**config.mk**
```make
export PLATFORM = sky130hd
export DESIGN_NAME = dir_home_ctrl
export DESIGN_NICKNAME = d
export VERILOG_FILES = /design/src/rtl/dir_pkg.sv /design/src/rtl/dir_store.sv /design/src/rtl/dir_inv_tracker.sv /design/src/rtl/dir_home_ctrl.sv
export SDC_FILE = /design/constraint.sdc
export NUM_CORES = 1
export LEC_CHECK = 0
export ABC_AREA = 1
export BUFFER_PORTS_ARGS = -buffer_cell sky130_fd_sc_hd__buf_2
export CORE_MARGIN = 2
export CORE_UTILIZATION = 45
export DETAILED_ROUTE_END_ITERATION = 12
export SLEW_MARGIN = 20
export SYNTH_ARGS = -nofsm -noshare
export SYNTH_HDL_FRONTEND = slang
export SYNTH_HIERARCHICAL = 1
export SYNTH_SLANG_ARGS = --single-unit
```
**constraint.sdc**
```tcl
create_clock -name clk -period 7.45 [get_ports clk]
set_clock_uncertainty 0.2 [all_clocks]
set_input_delay 0.745 -clock clk [delete_from_list [all_inputs] [get_ports clk]]
set_output_delay 0.745 -clock clk [all_outputs]
set_load 0.005 [all_outputs]
```
**src/rtl/dir_pkg.sv**
```systemverilog
package dir_pkg;
  typedef enum logic [1:0] {REQ_RD = 2'd0, REQ_WR = 2'd1, REQ_WB = 2'd2} req_kind_t;
  typedef enum logic [1:0] {MSG_DATA = 2'd0, MSG_INV = 2'd1, MSG_FETCH = 2'd2, MSG_FETCH_INV = 2'd3} msg_kind_t;
  typedef enum logic {RSP_ACK = 1'b0, RSP_OWNDATA = 1'b1} rsp_kind_t;
  typedef enum logic [2:0] {ST_IDLE, ST_INVAL, ST_FETCH_SEND, ST_FETCH_WAIT, ST_DATA_SEND} ctl_state_t;
endpackage

```
**src/rtl/dir_store.sv**
```systemverilog
module dir_store #(
  parameter int NBLK   = 16,
  parameter int NPROC  = 4,
  parameter int DATA_W = 8
) (
  input  logic                    clk,
  input  logic                    rst_n,
  input  logic [$clog2(NBLK)-1:0] blk,
  output logic [NPROC-1:0]        rd_pres,
  output logic                    rd_dirty,
  output logic [DATA_W-1:0]       rd_data,
  input  logic                    wr_en,
  input  logic [NPROC-1:0]        wr_pres,
  input  logic                    wr_dirty,
  input  logic                    wr_data_en,
  input  logic [DATA_W-1:0]       wr_data
);
  logic [NPROC-1:0]  pres_q  [NBLK];
  logic              dirty_q [NBLK];
  logic [DATA_W-1:0] mem_q   [NBLK];

  assign rd_pres  = pres_q[blk];
  assign rd_dirty = dirty_q[blk];
  assign rd_data  = mem_q[blk];

  always_ff @(posedge clk or negedge rst_n) begin
    if (!rst_n) begin
      for (int b = 0; b < NBLK; b++) begin
        pres_q[b]  <= '0;
        dirty_q[b] <= 1'b0;
        mem_q[b]   <= DATA_W'(b * 37 + 5);
      end
    end else if (wr_en) begin
      pres_q[blk]  <= wr_pres;
      dirty_q[blk] <= wr_dirty;
      if (wr_data_en) mem_q[blk] <= wr_data;
    end
  end

  for (genvar g = 0; g < NBLK; g++) begin : g_owner_chk
    assert_single_owner_R10: assert property (@(posedge clk) disable iff (!rst_n)
      dirty_q[g] |-> ($countones(pres_q[g]) == 1));
  end
endmodule

```
**src/rtl/dir_inv_tracker.sv**
```systemverilog
module dir_inv_tracker #(
  parameter int NPROC = 4
) (
  input  logic                     clk,
  input  logic                     rst_n,
  input  logic                     load,
  input  logic [NPROC-1:0]         load_mask,
  input  logic                     sent,
  input  logic                     ack,
  output logic                     pend_any,
  output logic [$clog2(NPROC)-1:0] next_dst,
  output logic                     done
);
  localparam int PID_W = $clog2(NPROC);
  localparam int CNT_W = $clog2(NPROC + 1);

  logic [NPROC-1:0] pend_q, pend_d;
  logic [CNT_W-1:0] cnt_q, cnt_d;

  always_comb begin
    next_dst = '0;
    for (int j = NPROC - 1; j >= 0; j--) begin
      if (pend_q[j]) next_dst = PID_W'(j);
    end
  end

  assign pend_any = |pend_q;
  assign done     = !pend_any && (cnt_q == '0);

  always_comb begin
    pend_d = pend_q;
    cnt_d  = cnt_q;
    if (load) begin
      pend_d = load_mask;
      cnt_d  = CNT_W'($countones(load_mask));
    end else begin
      if (sent) pend_d = pend_q & ~(NPROC'(1) << next_dst);
      if (ack)  cnt_d  = cnt_q - CNT_W'(1);
    end
  end

  always_ff @(posedge clk or negedge rst_n) begin
    if (!rst_n) begin
      pend_q <= '0;
      cnt_q  <= '0;
    end else begin
      pend_q <= pend_d;
      cnt_q  <= cnt_d;
    end
  end

  assert_ack_within_count_R4: assert property (@(posedge clk) disable iff (!rst_n)
    ack |-> (cnt_q != '0));
  assert_sent_only_pending_R4: assert property (@(posedge clk) disable iff (!rst_n)
    sent |-> pend_any);
endmodule

```
**src/rtl/dir_home_ctrl.sv**
```systemverilog
module dir_home_ctrl #(
  parameter int NBLK   = 16,
  parameter int NPROC  = 4,
  parameter int DATA_W = 8
) (
  input  logic                     clk,
  input  logic                     rst_n,
  input  logic                     req_valid,
  output logic                     req_ready,
  input  logic [1:0]               req_kind,
  input  logic [$clog2(NBLK)-1:0]  req_blk,
  input  logic [$clog2(NPROC)-1:0] req_src,
  input  logic [DATA_W-1:0]        req_data,
  output logic                     out_valid,
  input  logic                     out_ready,
  output logic [1:0]               out_kind,
  output logic [$clog2(NBLK)-1:0]  out_blk,
  output logic [$clog2(NPROC)-1:0] out_dst,
  output logic [DATA_W-1:0]        out_data,
  input  logic                     rsp_valid,
  output logic                     rsp_ready,
  input  logic                     rsp_kind,
  input  logic [$clog2(NPROC)-1:0] rsp_src,
  input  logic [DATA_W-1:0]        rsp_data
);
  import dir_pkg::*;
  localparam int BLK_W = $clog2(NBLK);
  localparam int PID_W = $clog2(NPROC);

  // reset: asserted asynchronously, released on the clock
  logic rs1_q, rstn;
  always_ff @(posedge clk or negedge rst_n) begin
    if (!rst_n) begin
      rs1_q <= 1'b0;
      rstn  <= 1'b0;
    end else begin
      rs1_q <= 1'b1;
      rstn  <= rs1_q;
    end
  end

  ctl_state_t        state_q, state_d;
  logic [BLK_W-1:0]  cur_blk_q;
  logic [PID_W-1:0]  cur_src_q, owner_q, owner_d;
  logic              cur_wr_q;
  logic [DATA_W-1:0] buf_q, buf_d;
  logic              cap_en, buf_en;

  logic [BLK_W-1:0]  st_blk;
  logic [NPROC-1:0]  rd_pres, wr_pres;
  logic              rd_dirty, wr_dirty, wr_en, wr_data_en;
  logic [DATA_W-1:0] rd_data, wr_data;

  logic             trk_load, trk_sent, trk_ack, trk_pend, trk_done;
  logic [PID_W-1:0] trk_next;
  logic [NPROC-1:0] req_bit, cur_bit;
  logic             own_pulse;

  assign req_ready = (state_q == ST_IDLE);
  assign rsp_ready = (state_q == ST_INVAL) || (state_q == ST_FETCH_WAIT);
  assign st_blk    = req_ready ? req_blk : cur_blk_q;
  assign req_bit   = NPROC'(1) << req_src;
  assign cur_bit   = NPROC'(1) << cur_src_q;
  assign trk_sent  = (state_q == ST_INVAL) && out_valid && out_ready;
  assign trk_ack   = (state_q == ST_INVAL) && rsp_valid && (rsp_kind_t'(rsp_kind) == RSP_ACK);
  assign own_pulse = (state_q == ST_FETCH_WAIT) && rsp_valid &&
                     (rsp_kind_t'(rsp_kind) == RSP_OWNDATA) && (rsp_src == owner_q);

  dir_store #(.NBLK(NBLK), .NPROC(NPROC), .DATA_W(DATA_W)) u_store (
    .clk(clk), .rst_n(rstn), .blk(st_blk),
    .rd_pres(rd_pres), .rd_dirty(rd_dirty), .rd_data(rd_data),
    .wr_en(wr_en), .wr_pres(wr_pres), .wr_dirty(wr_dirty),
    .wr_data_en(wr_data_en), .wr_data(wr_data)
  );

  dir_inv_tracker #(.NPROC(NPROC)) u_trk (
    .clk(clk), .rst_n(rstn), .load(trk_load), .load_mask(rd_pres & ~req_bit),
    .sent(trk_sent), .ack(trk_ack), .pend_any(trk_pend), .next_dst(trk_next),
    .done(trk_done)
  );

  always_comb begin
    owner_d = '0;
    for (int j = NPROC - 1; j >= 0; j--) begin
      if (rd_pres[j]) owner_d = PID_W'(j);
    end
  end

  // next-state and directory update
  always_comb begin
    state_d    = state_q;
    cap_en     = 1'b0;
    buf_en     = 1'b0;
    buf_d      = rd_data;
    trk_load   = 1'b0;
    wr_en      = 1'b0;
    wr_pres    = rd_pres;
    wr_dirty   = rd_dirty;
    wr_data_en = 1'b0;
    wr_data    = req_data;
    case (state_q)
      ST_IDLE: if (req_valid) begin
        case (req_kind_t'(req_kind))
          REQ_RD: begin
            cap_en  = 1'b1;
            buf_en  = 1'b1;
            state_d = rd_dirty ? ST_FETCH_SEND : ST_DATA_SEND;
          end
          REQ_WR: begin
            cap_en = 1'b1;
            buf_en = 1'b1;
            if (rd_dirty) state_d = ST_FETCH_SEND;
            else begin
              trk_load = 1'b1;
              state_d  = ST_INVAL;
            end
          end
          REQ_WB: if (rd_dirty && rd_pres[req_src]) begin
            wr_en      = 1'b1;
            wr_pres    = rd_pres & ~req_bit;
            wr_dirty   = 1'b0;
            wr_data_en = 1'b1;
          end
          default: ;
        endcase
      end
      ST_INVAL: if (trk_done) state_d = ST_DATA_SEND;
      ST_FETCH_SEND: if (out_ready) state_d = ST_FETCH_WAIT;
      ST_FETCH_WAIT: if (own_pulse) begin
        if (cur_wr_q) begin
          buf_en  = 1'b1;
          buf_d   = rsp_data;
          state_d = ST_DATA_SEND;
        end else begin
          wr_en      = 1'b1;
          wr_pres    = rd_pres | cur_bit;
          wr_dirty   = 1'b0;
          wr_data_en = 1'b1;
          wr_data    = rsp_data;
          state_d    = ST_IDLE;
        end
      end
      ST_DATA_SEND: if (out_ready) begin
        wr_en = 1'b1;
        if (cur_wr_q) begin
          wr_pres  = cur_bit;
          wr_dirty = 1'b1;
        end else begin
          wr_pres  = rd_pres | cur_bit;
        end
        state_d = ST_IDLE;
      end
      default: state_d = ST_IDLE;
    endcase
  end

  always_ff @(posedge clk or negedge rstn) begin
    if (!rstn) begin
      state_q   <= ST_IDLE;
      cur_blk_q <= '0;
      cur_src_q <= '0;
      cur_wr_q  <= 1'b0;
      owner_q   <= '0;
      buf_q     <= '0;
    end else begin
      state_q <= state_d;
      if (cap_en) begin
        cur_blk_q <= req_blk;
        cur_src_q <= req_src;
        cur_wr_q  <= (req_kind_t'(req_kind) == REQ_WR);
        owner_q   <= owner_d;
      end
      if (buf_en) buf_q <= buf_d;
    end
  end

  // outgoing message
  always_comb begin
    out_valid = 1'b0;
    out_kind  = MSG_DATA;
    out_dst   = cur_src_q;
    out_data  = buf_q;
    case (state_q)
      ST_INVAL: begin
        out_valid = trk_pend;
        out_kind  = MSG_INV;
        out_dst   = trk_next;
      end
      ST_FETCH_SEND: begin
        out_valid = 1'b1;
        out_kind  = cur_wr_q ? MSG_FETCH_INV : MSG_FETCH;
        out_dst   = owner_q;
      end
      ST_DATA_SEND: out_valid = 1'b1;
      default: ;
    endcase
  end
  assign out_blk = cur_blk_q;

  assert_hold_message_R9: assert property (@(posedge clk) disable iff (!rstn)
    (out_valid && !out_ready) |=> (out_valid && $stable(out_kind) && $stable(out_dst) &&
                                   $stable(out_blk) && $stable(out_data)));
  assert_busy_after_miss_R8: assert property (@(posedge clk) disable iff (!rstn)
    (req_valid && req_ready && (req_kind == 2'd0 || req_kind == 2'd1)) |=> !req_ready);
  assert_no_self_inval_R5: assert property (@(posedge clk) disable iff (!rstn)
    (out_valid && out_kind == MSG_INV) |-> (out_dst != cur_src_q));
  assert_grant_after_acks_R4: assert property (@(posedge clk) disable iff (!rstn)
    (out_valid && out_kind == MSG_DATA && cur_wr_q) |-> trk_done);
endmodule

```
==> metrics.csv, run 1 <==
metric;value;unit
core_area;26880;um^2
synth_ff_type;dfrtp_1;
startpoint_type;flip-flop;
gp_congestion;0.8594;
area_growth;10.82;%
num_rows;60;
start_util;0.4568;
path_class;reg2reg;
synth_area_leaders;dfrtp_1, nand2_1, dfstp_2;
ys_ff_latch;237;
clk_path_buf_depth;3;
ys_types;36;
grt_overflow;0;
synth_adder_area_share;0.005708;
yosysWarnings;6;
hold_violations;0;
power.net_switching;2.161;mW
synthCells;1717;
fillers;2707;
cp-end-kind;flip-flop;
antenna_found_initial;0;
yosys.area_share.simple;0.3382;
dp_hpwl;21.44;mm
nNetsFinal;1762;
min_period;5.655;ns
synth_top_family_by_area;simple AND/OR/NAND/NOR gates;
ant_nets;0;
grt_first_pass_wirelength;54.91;mm
drc;0;
synth_top_area_share;0.3608;
final_layout_size_suffix_gt1_frac;0.1151;
vias;10688;
grt_usage;0.2381;
syn_area_per_cell;7.149;um^2
grt_setup_unrepaired;false;
cts.clk_slew.worst_paths;0.06;ns
synth_xor_area_frac;0;
intPower;2.749;mW
tns;0;ns
yosys.area.top_type;dfrtp_1;
synthTopCellsByCount;nand2_1, dfrtp_1, o21ai_1, o21ai_0, inv_1;
post_cts_buffers;0;
vias_per_cell;5.121;
power_frac_seq;0.329;
synth_edf_count;0;
finalNonFillerCells;2087;
die-area;28620;um^2
p_comb_frac;0.393;
totalWireLength;33.30;mm
ioPinCount;51;
period_share;0.7590;
clock-sinks;237;
max-vdd-ir-drop;0.2542;mV
crit_arrival;5.84;ns
ys_seq_area_frac;0.4892;
grt_pass1_vias;10544;
io_buffers;50;
clkPwrFrac;0.278;
slew_headroom;0.3103;
place_inst;2036;
sw_frac_of_total;0.4401;
syn_area;12280;um^2
slew_viol_final;0;
muxShareOfSynthArea;0;
grt_max_degree;110;
setup-violations-final;0;
synth-compound-area-share;0.1041;
synth_nets;1754;
hp-class;reg2reg;
clk_latency;0.54;ns
wire_per_inst;15.96;um
fp.dieH;169.2;um
diodes;0;
ys_async_sr_fraction;1.000;
maxCapViolations;0;
tightest_slew;1.033;ns
htreeDepth;1;
p_per_area;360.9;nW/um^2
leakage;6.900;nW
crit_fanout;56;
die_x;169.2;um
status;complete, no violations;
clockRootBuffer;clkbuf_16;
worst_ep_required_time;7.63;ns
tritoncts;done;
cts_buffers;27;
yosysMostFrequentCell;nand2_1;
dr.first_iter.drc_count;950;
fmax;0.1768;GHz
firstDrtPassIters;5;
[cell type report]
class | instances | area (um^2) | area share
Tap cell | 341 | 426.7 | 0.03136
Clock inverter | 11 | 161.4 | 0.01186
Clock buffer | 39 | 750.7 | 0.05518
Timing Repair Buffer | 58 | 325.3 | 0.02391
Inverter | 105 | 405.4 | 0.02980
Sequential cell | 237 | 6010 | 0.4417
Multi-Input combinational cell | 1296 | 5525 | 0.4061
[final timing paths]
path                       startpoint            endpoint  slack (ns)  cells past startpoint
min in group asynchronous        rstn  u_store/pres_q[44]        0.20                      0
max in group asynchronous        rstn         out_data[2]        5.40                      1
setup reg to reg           state_q[1]   u_store/mem_q[43]        1.80                     23
setup / recovery           state_q[1]   u_store/mem_q[43]        1.80                     23
hold / removal                  rs1_q                rstn        0.15                      0
hold reg to reg                 rs1_q                rstn        0.15                      0
[worst max-delay path, stage by stage, from the launching register on]
cell	delay, ns
dfrtp_1	0.44
nor2_1	0.20
nand2_1	0.34
nand2_1	0.23
o21ai_4	0.07
buf_4	0.34
inv_2	0.84
nand2_1	0.17
nand2_1	0.10
nand2_1	0.05
nand2_1	0.09
inv_1	0.05
nand2_1	0.18
nand2_1	0.09
nand2_1	0.06
nand2_1	0.04
nand2_1	0.11
nand4_1	0.12
nand3_1	0.33
nand2_1	0.12
nor2_1	0.54
nand2_1	0.52
nand2_1	0.18
o21ai_1	0.08
[per-layer routing]
metal	vias up	part of all wire	track usage
li1	5377	-	-
met4	0	0.019	0.05314
met1	5051	0.46	0.3302
met5	-	0	0
met3	36	0.038	0.02449
met2	224	0.48	0.4057
[power by group through the flow]
stage	registers [mW]	clock network, mW	logic [mW]
3_3_place_gp	1.63	0	1.91
2_1_floorplan	1.61	0	1.37
4_1_cts	1.61	1.40	1.93
3_5_place_dp	1.63	0	1.92
5_1_grt	1.64	1.44	2.17
6_report	1.62	1.36	1.93
[registers in the layout, indices dropped and copies added, names as in the netlist]
register and count:
cur_wr_q 1, cur_src_q 2, rs1_q 1, u_store/mem_q 128, u_store/dirty_q 16, state_q 3
u_trk/pend_q 4, u_store/pres_q 64, u_trk/cnt_q 3, out_blk 4, owner_q 2, rstn 1
out_data 8
[timing repair]
item / CTS / global route
resized for setup: 0 / 0
hold endpoints to repair: 2 / 0
setup endpoints to repair: 0 / 0
hold buffers: 1 / 0
[cell families after synthesis]
| kind of cell | count (synthesis) |
|---|---|
| AND/OR/NAND/NOR | 1040 |
| AO/OA/AOI/OAI | 250 |
| flip-flops | 237 |
| buffers and inverters | 184 |
| adder cells (fa/ha/maj) | 5 |
| other | 1 |
[per-stage QoR]
step / setup slack (ns) / power, mW / area, um^2 / hold WS [ns] / util
after detailed placement: 1.854 / 3.552 / 12680 / 0.1373 / 0.4719
after global routing: 1.124 / 5.255 / 13600 / 0.1758 / 0.5062
after floorplan: 0.2612 / 2.980 / 12280 / 0.1312 / -
after global placement: 2.012 / 3.540 / 12680 / 0.1351 / 0.4719
final: 1.795 / 4.910 / 13600 / 0.1540 / 0.5062
after CTS: 1.813 / 4.935 / 13600 / 0.1601 / 0.5062
[layout by cell type (no fill, tap or decap), types with 2 or more instances in the layout]
| master | instances |
|---|---|
| nand3_2 | 7 |
| nand3_1 | 30 |
| nand4_1 | 6 |
| buf_2 | 50 |
| inv_4 | 2 |
| nand2_4 | 2 |
| nand2_1 | 931 |
| buf_4 | 6 |
| dfrtp_1 | 176 |
| clkinv_2 | 6 |
| ha_1 | 4 |
| clkbuf_1 | 9 |
| nor2_2 | 4 |
| inv_1 | 91 |
| clkbuf_16 | 27 |
| bufinv_16 | 4 |
| o21ai_4 | 2 |
| inv_6 | 2 |
| inv_2 | 10 |
| nand3_4 | 2 |
| o211ai_1 | 3 |
| o22ai_1 | 2 |
| o21ai_1 | 108 |
| nor2_1 | 41 |
| nor3_1 | 6 |
| dfstp_2 | 60 |
| a21oi_1 | 29 |
| o21ai_0 | 100 |
| nor2_4 | 10 |
| clkbuf_8 | 3 |
No activity file was read; power rests on OpenSTA's default activity.
==> run 2, diff against run 1 <==
==> constraint.sdc (replaced) <==
create_clock -name clk -period 5.3 [get_ports clk]
set_clock_uncertainty 0.2 [all_clocks]
set_input_delay 0.53 -clock clk [delete_from_list [all_inputs] [get_ports clk]]
set_output_delay 0.53 -clock clk [all_outputs]
set_load 0.005 [all_outputs]
==> metrics.csv, run 2 (synthesized netlist as in run 1, its figures left out) <==
metric;value;unit;change
status;complete, no violations;;unchanged
sw_frac_of_total;0.4504;;was 0.4401
critPathSlowestCell;nor2_1;;was inv_2
dp_slack;0.2835;ns;was 1.854 ns
htreeDepth;1;;unchanged
tns;0;ns;unchanged
tightest_slew;0.8044;ns;was 1.033 ns
ioPinCount;51;;unchanged
regMostFlops;u_store/mem_q;;unchanged
post_cts_buffers;0;;unchanged
start_util;0.4568;;unchanged
regToRegEndpoint;u_store/mem_q[50];;was u_store/mem_q[43]
leakage;6.943;nW;was 6.900 nW
slew_headroom;0.4631;;was 0.3103
layout_common_cells;nand2_1, dfrtp_1, o21ai_1;;unchanged
rrSetupSlack;0.35;ns;was 1.80 ns
fillers;2670;;was 2707
min_period;4.953;ns;was 5.655 ns
grt_first_pass_wirelength;55.23;mm;was 54.91 mm
die-area;28620;um^2;unchanged
intPower;3.773;mW;was 2.749 mW
clk_path_buf_depth;3;;unchanged
p_per_area;501.6;nW/um^2;was 360.9 nW/um^2
gp_congestion;0.8900;;was 0.8594
clkPwrFrac;0.261;;was 0.278
fp.dieH;169.2;um;unchanged
slew_viol_final;0;;unchanged
path_class;reg2reg;;unchanged
vias;10804;;was 10.69k
largest_reg_flops;128;;unchanged
clock-sinks;237;;unchanged
grt_setup_unrepaired;false;;unchanged
final_common_cell;nand2_1;;unchanged
grt_max_degree;109;;was 110
hold_violations;0;;unchanged
num_rows;60;;unchanged
io_buffers;50;;unchanged
r2r-start;state_q[1];;unchanged
area_growth;11.51;%;was 10.82%
worst_ep_required_time;5.50;ns;was 7.63 ns
totalWireLength;33.79;mm;was 33.30 mm
tritoncts;done;;unchanged
critPathMaxStageDelay;0.53;ns;was 0.84 ns
firstDrtPassIters;6;;was 5
drc;0;;unchanged
dp_hpwl;22.00;mm;was 21.44 mm
setup-violations-final;0;;unchanged
cp-end-kind;flip-flop;;unchanged
nNetsFinal;1779;;was 1762
fmax;0.2019;GHz;was 0.1768 GHz
power_frac_seq;0.334;;was 0.329
grt_usage;0.2397;;was 0.2381
reg_top3;u_store/mem_q x128, u_store/pres_q x64, u_store/dirty_q x16;;unchanged
seq_area;6010;um^2;unchanged
maxCapViolations;0;;unchanged
antenna_found_initial;0;;unchanged
p_comb_frac;0.406;;was 0.393
crit_top_cell;nand2_1;;unchanged
diodes;0;;unchanged
power.net_switching;3.092;mW;was 2.161 mW
ant_nets;0;;unchanged
grt_pass1_vias;10310;;was 10.54k
startpoint_type;flip-flop;;unchanged
cts.clk_slew.worst_paths;0.06;ns;about the same
period_share;0.9345;;was 0.7590
clk_latency;0.55;ns;was 0.54 ns
hp-class;reg2async;;was reg2reg
fin_ws;0.3470;ns;was 1.795 ns
crit_arrival;5.15;ns;was 5.84 ns
multi_input_area;5535;um^2;was 5525 um^2
core_area;26880;um^2;unchanged
final_layout_size_suffix_gt1_frac;0.1266;;was 0.1151
rr_worst_depth;26;;was 23
max-vdd-ir-drop;0.3156;mV;was 0.2542 mV
die_x;169.2;um;unchanged
crit_fanout;47;;was 56
cts_buffers;26;;was 27
clockRootBuffer;clkbuf_16;;unchanged
grt_overflow;0;;unchanged
vias_per_cell;5.137;;was 5.121
dr.first_iter.drc_count;1076;;was 950
wire_per_inst;16.07;um;was 15.96 um
[run 2: cell types whose count changed in the layout (fill, tap and decap cells not counted), moves of 2 or more]
cell | before | now
bufinv_16 | 4 | 1
nor2_2 | 4 | 7
clkinvlp_4 | 1 | 4
clkinv_2 | 6 | 4
clkbuf_8 | 3 | 6
clkbuf_1 | 9 | 7
nor2_1 | 41 | 38
buf_4 | 6 | 24
[run 2: power by group through the flow]
stage / logic, mW / registers, mW / clock network [mW]
finish: 2.78 / 2.29 / 1.79
global route: 3.09 / 2.33 / 1.90
CTS: 2.76 / 2.29 / 1.83
detailed placement: 2.75 / 2.31 / 0
global placement: 2.74 / 2.32 / 0
floorplan: 1.92 / 2.27 / 0
[run 2: critical path, delay by kind of cell (launching register included)]
kind / cells / cell delay, ns
AO/OA/AOI/OAI: 2 / 0.26
buffers and inverters: 4 / 0.82
flip-flops: 1 / 0.44
AND/OR/NAND/NOR: 20 / 3.06
[run 2: timing repair]
| action | in CTS | in global routing |
|---|---|---|
| endpoints found under the hold margin | 2 | 0 |
| hold buffers | 1 | 0 |
| resized for setup | 0 | 4 |
| setup endpoints to repair | 0 | 11 |
[run 2: how the worst max path moves through the flow]
stage               start  slack, ns                 to  cells after the start
2_1_floorplan        rstn       1.26       cur_src_q[0]                      0
3_3_place_gp   state_q[1]       0.51  u_store/mem_q[74]                     25
3_5_place_dp   state_q[1]       0.28  u_store/mem_q[74]                     25
4_1_cts        state_q[1]       0.26  u_store/mem_q[74]                     25
5_1_grt        state_q[1]      0.002  u_store/mem_q[55]                     26
6_report       state_q[1]       0.35  u_store/mem_q[50]                     26
[run 2: routing by layer]
layer | GRT usage | vias up | wire (um)
met1 | 0.3347 | 5078 | 15530
met4 | 0.05983 | 0 | 864
met5 | 0 | - | 0
met3 | 0.02379 | 56 | 1478
li1 | - | 5402 | -
met2 | 0.4030 | 268 | 15920
[run 2: cell type report]
type	count	area share
Sequential cell	237	0.4390
Clock buffer	39	0.05548
Tap cell	341	0.03117
Multi-Input combinational cell	1296	0.4044
Clock inverter	9	0.006673
Timing Repair Buffer	76	0.03364
Inverter	105	0.02962
[run 2: stage by stage]
step | hold WS (ns) | power, mW | utilization | cell area [um^2] | instances
2_1_floorplan | 0.03441 | 4.188 | - | 12280 | 1717
3_3_place_gp | 0.06725 | 5.061 | 0.4769 | 12820 | 2054
3_5_place_dp | 0.07255 | 5.064 | 0.4769 | 12820 | 2054
4_1_cts | 0.07641 | 6.887 | 0.5089 | 13680 | 2103
5_1_grt | 0.09091 | 7.311 | 0.5093 | 13690 | 2103
6_report | 0.05956 | 6.866 | 0.5093 | 13690 | 2103
